## src/rtl/lcd_fclk_pkg.sv

```systemverilog
`timescale 1ns/1ps
package lcd_fclk_pkg;

  typedef enum logic [1:0] {
    DUTY_STATIC  = 2'b00,
    DUTY_HALF    = 2'b01,
    DUTY_THIRD   = 2'b10,
    DUTY_QUARTER = 2'b11
  } duty_e;

  typedef struct packed {
    logic [2:0] presc;
    logic [2:0] div;
    duty_e      duty;
  } cfg_t;

  // full-size prescaler exponent: 4, 6, 7, ... 12
  function automatic int unsigned presc_log2(input logic [2:0] sel);
    return (sel == 3'd0) ? 32'd4 : 32'(sel) + 32'd5;
  endfunction

endpackage

```

## src/rtl/lcd_fclk_stage.sv

```systemverilog
`timescale 1ns/1ps
module lcd_fclk_stage #(
  parameter int unsigned W = 3
) (
  input  logic         clk_i,
  input  logic         rst_ni,
  input  logic         clr_i,
  input  logic         step_i,
  input  logic [W-1:0] last_i,
  output logic         tick_o
);

  logic [W-1:0] cnt_q;
  logic         wrap;

  assign wrap   = (cnt_q == last_i);
  assign tick_o = step_i & wrap;

  always_ff @(posedge clk_i or negedge rst_ni) begin
    if (!rst_ni)      cnt_q <= '0;
    else if (clr_i)   cnt_q <= '0;
    else if (step_i)  cnt_q <= wrap ? '0 : cnt_q + 1'b1;
  end

  // the modulus only changes while the count is at zero
  a_r1_cnt_bound: assert property (@(posedge clk_i) disable iff (!rst_ni)
    !clr_i |-> cnt_q <= last_i);

endmodule

```

## src/rtl/lcd_fclk_cfg.sv

```systemverilog
`timescale 1ns/1ps
module lcd_fclk_cfg
  import lcd_fclk_pkg::*;
#(
  parameter int unsigned SHIFT_DROP = 0,
  parameter int unsigned PW         = 12
) (
  input  logic          clk_i,
  input  logic          rst_ni,
  input  logic          load_i,
  input  logic [2:0]    presc_i,
  input  logic [2:0]    div_i,
  input  logic [1:0]    duty_i,
  output cfg_t          cfg_o,
  output logic [PW-1:0] n_last_o,
  output logic [2:0]    d_last_o,
  output logic [2:0]    k_last_o
);

  cfg_t        cfg_q;
  int unsigned exp_w;

  always_ff @(posedge clk_i or negedge rst_ni) begin
    if (!rst_ni)     cfg_q <= '{presc: 3'd0, div: 3'd0, duty: DUTY_STATIC};
    else if (load_i) cfg_q <= '{presc: presc_i, div: div_i, duty: duty_e'(duty_i)};
  end

  always_comb begin
    exp_w    = presc_log2(cfg_q.presc);
    exp_w    = (exp_w > SHIFT_DROP) ? exp_w - SHIFT_DROP : 32'd0;
    n_last_o = PW'((64'd1 << exp_w) - 64'd1);
    d_last_o = cfg_q.div;
    k_last_o = (cfg_q.duty == DUTY_THIRD) ? 3'd5 : 3'd7;
  end

  assign cfg_o = cfg_q;

endmodule

```

## src/rtl/lcd_frame_clk.sv

```systemverilog
`timescale 1ns/1ps
module lcd_frame_clk
  import lcd_fclk_pkg::*;
#(
  parameter int unsigned PRESC_SHIFT_DROP = 0
) (
  input  logic       clk_i,
  input  logic       rst_ni,
  input  logic [7:0] ctrl_i,
  input  logic [1:0] duty_i,
  output logic [7:0] ctrl_o,
  output logic       pre_tick_o,
  output logic       div_tick_o,
  output logic       frame_tick_o
);

  localparam int unsigned EXP_MAX = (12 > PRESC_SHIFT_DROP) ? 12 - PRESC_SHIFT_DROP : 0;
  localparam int unsigned PW      = (EXP_MAX > 0) ? EXP_MAX : 1;

  logic          en;
  logic          run_q;
  logic          active;
  logic          clr;
  logic          ctrl_rsv_unused;
  cfg_t          cfg;
  logic [PW-1:0] n_last;
  logic [2:0]    d_last;
  logic [2:0]    k_last;

  assign en              = ctrl_i[7];
  assign ctrl_rsv_unused = ctrl_i[3];
  assign active          = en & run_q;
  assign clr             = ~active;

  always_ff @(posedge clk_i or negedge rst_ni) begin
    if (!rst_ni) run_q <= 1'b0;
    else         run_q <= en;
  end

  // setting is captured while idle and at each frame boundary
  lcd_fclk_cfg #(.SHIFT_DROP(PRESC_SHIFT_DROP), .PW(PW)) u_cfg (
    .clk_i    (clk_i),
    .rst_ni   (rst_ni),
    .load_i   (~run_q | frame_tick_o),
    .presc_i  (ctrl_i[6:4]),
    .div_i    (ctrl_i[2:0]),
    .duty_i   (duty_i),
    .cfg_o    (cfg),
    .n_last_o (n_last),
    .d_last_o (d_last),
    .k_last_o (k_last)
  );

  lcd_fclk_stage #(.W(PW)) u_presc (
    .clk_i  (clk_i),
    .rst_ni (rst_ni),
    .clr_i  (clr),
    .step_i (active),
    .last_i (n_last),
    .tick_o (pre_tick_o)
  );

  lcd_fclk_stage #(.W(3)) u_div (
    .clk_i  (clk_i),
    .rst_ni (rst_ni),
    .clr_i  (clr),
    .step_i (pre_tick_o),
    .last_i (d_last),
    .tick_o (div_tick_o)
  );

  lcd_fclk_stage #(.W(3)) u_frame (
    .clk_i  (clk_i),
    .rst_ni (rst_ni),
    .clr_i  (clr),
    .step_i (div_tick_o),
    .last_i (k_last),
    .tick_o (frame_tick_o)
  );

  assign ctrl_o = {run_q, cfg.presc, 1'b0, cfg.div};

  a_r8_frame_nests: assert property (@(posedge clk_i) disable iff (!rst_ni)
    frame_tick_o |-> div_tick_o && pre_tick_o);

  a_r6_idle_quiet: assert property (@(posedge clk_i) disable iff (!rst_ni)
    !en |-> !pre_tick_o && !div_tick_o && !frame_tick_o);

  a_r5_cfg_held: assert property (@(posedge clk_i) disable iff (!rst_ni)
    run_q && !frame_tick_o |=> $stable(cfg));

  a_r3_frame_single: assert property (@(posedge clk_i) disable iff (!rst_ni)
    frame_tick_o |=> !frame_tick_o);

endmodule

```

## config.mk

```make
export PLATFORM = sky130hd
export DESIGN_NAME = lcd_frame_clk
export DESIGN_NICKNAME = d
export VERILOG_FILES = /design/src/rtl/lcd_fclk_pkg.sv /design/src/rtl/lcd_fclk_stage.sv /design/src/rtl/lcd_fclk_cfg.sv /design/src/rtl/lcd_frame_clk.sv
export SDC_FILE = /design/constraint.sdc
export NUM_CORES = 1
export LEC_CHECK = 0
export CAP_MARGIN = 5
export CORE_MARGIN = 2
export CORE_UTILIZATION = 68
export CTS_CLUSTER_SIZE = 24
export DETAILED_ROUTE_END_ITERATION = 8
export DONT_BUFFER_PORTS = 1
export MAX_ROUTING_LAYER = met4
export PLACE_DENSITY = 0.92
export SETUP_SLACK_MARGIN = 0.05
export SLEW_MARGIN = 15
export SYNTH_ARGS = -nofsm -noshare
export SYNTH_HDL_FRONTEND = slang
export SYNTH_SLANG_ARGS = --single-unit
```

## constraint.sdc

```tcl
create_clock -name clk_i -period 11.37 [get_ports clk_i]
set_input_delay 1.7055 -clock clk_i [delete_from_list [all_inputs] [get_ports clk_i]]
set_output_delay 1.7055 -clock clk_i [all_outputs]
set_load 0.02 [all_outputs]
```

==> qor.csv <==
metric,value,unit
viasPerCell,6.81,
finalWeightedCongestion,0.959,
rsz0062_at_grt,false,
cp.arrival,4.27,ns
cp-start-kind,flop,
syn_nets,236,
clk_pin_slew,0.14,ns
hold_ws,0.464,ns
ys.flop_type,dfrtp_1,
crit_required,9.66,ns
antenna_found_initial,0,
status,"finished, final reports clean",
synth_top_area_share,33.8,%
async_reset_ff_share,100,%
die_h,58.2,um
finalMaxSlewViolations,0,
post-route-drc-count,0,
min_path_type,flop to flop,
setup-violations-final,0,
cts_resized,0,
end_kind,output port,
fin_area,1960,sq um
cts_sinks,27,
leakage,0.000832,uW
die_w,58.2,um
grt_pass1_wl,7.02,mm
pin_count,23,
drtAntennaViolNets,0,
cts_root_buffer,clkbuf_4,
ys_seq_area_share,33.8,%
slew_headroom,40.5,%
ys_ff_latch,27,
grt_pass1_vias,1643,
yosysWarnings,0,
rows,19,
finClkSkew,0.00441,ns
wl_per_cell,17.2,um
cts_buffer_depth,2,
initial_core_util,71.9,%
yosys.cell_types.count,61,
grt_max_degree,28,
h-tree-depth,1,
post-synth-top-count-cell,dfrtp_1,
wl,4.07,mm
worst_pin_slew,0.885,ns
synth-edff-count,0,
critPathKind,flop to output port,
synth.cell_area,2000,sq um
cts_buffers,3,
core-area,2780,sq um
yosysTopAreaCell,dfrtp_1,
die_area,3390,sq um
worst-path-max-fanout,16,
synthTopCellsByArea,"dfrtp_1, mux2_2, ha_1",
postSynthCellCount,217,
worstRegToRegCells,9,
area_delta_synth_final,-2.06,%
avgSynthCellArea,9.22,sq um
vias,1607,
post_cts_buffers,0,
min_period_over_period,52.5,%
overflow,0,
cap_viol_max_count,0,
cts_tree,built,
dpl-instance-area,1930,sq um
hold_viol_final,0,
drt_iter0_markers,103,
grtUsageTotal,27.5,%
fill_cells,212,
clk_latency,0.34,ns
min_period,5.97,ns
cts-hold-fix-buffers,0,
drive_above_1_share,11.2,%
whs_path_depth,1,
finalNetCount,225,
fmax,167,MHz
timing.setup.tns,0,ns
numPortBuffers,0,
dr.pass1.iters,4,
n_antenna_cell,0,
dp.cells,232,
power_density,101,nW/um^2
ys_top_cells_by_count,"dfrtp_1, nor2_1, nand2_1",
max-vdd-ir-drop,0.115,mV
fin_cells,236,
place_hpwl,3.03,mm
[placed cells by master, fill, tap and decap left out, types with 2 or more instances in the layout]
master    instances
or2_2             2
or3b_1            2
dfrtp_1          27
o22ai_1           2
o21a_1            2
and2_1            2
o21ai_0           5
nand3_1           8
mux2_2            8
a41oi_1           2
o211ai_1          2
nor2_1           23
inv_1            12
xor2_1           10
nand2_1          15
ha_1              7
nand4b_1          3
mux2i_1           4
a21oi_1           2
nor3b_1           2
o221ai_1          2
nor3_1            4
and3_1            6
nor2b_1           3
nand4_1           4
xnor2_1           8
clkbuf_4          3
nand2b_1          2
a211oi_1          2
[per-stage QoR]
step | power [uW] | setup slack (ns) | util, %
2_1_floorplan | 152 | 6.16 | -
3_3_place_gp | 153 | 5.91 | 69.5
5_1_grt | 205 | 5.25 | 70.4
3_5_place_dp | 156 | 5.84 | 69.5
6_report | 198 | 5.40 | 70.4
4_1_cts | 197 | 5.44 | 70.4
[state kept, by name, indices dropped and copies added, names as in the netlist]
name            flops
u_presc.cnt_q      12
u_cfg.cfg_o         5
u_cfg.d_last_o      3
u_div.cnt_q         3
u_frame.cnt_q       3
run_q               1
[critical path: stages (launching register included)]
cell and delay [ns]:
dfrtp_1 0.76, inv_1 0.19, ha_1 0.46, or2_2 0.35
or4_4 0.43, a2111o_1 0.49, a22oi_2 0.28, nand4_1 0.17
nor4_1 0.79
[where the power goes]
group	switching, uW	total, uW	internal, uW
logic	28.8	47.0	18.2
registers	8.88	108	99.3
clock network	29.1	42.4	13.3
[cell type report]
class / count / area (sq um) / share of cell area [%]
Multi-Input combinational cell: 161 / 1160 / 59.5
Sequential cell: 27 / 676 / 34.5
Inverter: 12 / 45.0 / 2.30
Tap cell: 31 / 38.8 / 1.98
Clock buffer: 3 / 22.5 / 1.15
Timing Repair Buffer: 1 / 7.51 / 0.383
Clock inverter: 1 / 5.00 / 0.255
[cells by family (layout without fill, tap and decap cells)]
logic type	count (synthesis)	count (layout)	synth area share [%]
simple gates	84	84	22.8
compound gates	39	39	16.5
buf+inv	29	17	8.00
flops	27	27	33.8
xor+xnor	18	18	7.88
mux	12	12	6.50
fa+ha+maj	7	7	4.38
other cells	1	1	0.187
[path summary, 6_finish.rpt]
| check | from | slack (ns) | to |
|---|---|---|---|
| min | u_presc.cnt_q[0] | 0.46 | u_presc.cnt_q[0] |
| min in group asynchronous | rst_ni | 1.04 | u_cfg.d_last_o[0] |
| max in group asynchronous | rst_ni | 10.26 | u_cfg.cfg_o[7] |
| max | u_cfg.cfg_o[5] | 5.40 | frame_tick_o |
| max reg2reg | u_cfg.cfg_o[5] | 7.38 | u_cfg.cfg_o[6] |
| min reg2reg | u_presc.cnt_q[0] | 0.46 | u_presc.cnt_q[0] |
[routing by layer]
layer / up-vias / global-route usage (%) / routed length, um
met5: - / - / 0
met4: 0 / 13.3 / 129
met3: 16 / 3.13 / 163
met2: 54 / 45.3 / 2020
met1: 786 / 33.6 / 1760
li1: 751 / - / -
Note: power is estimated with default switching activity, not from simulation.
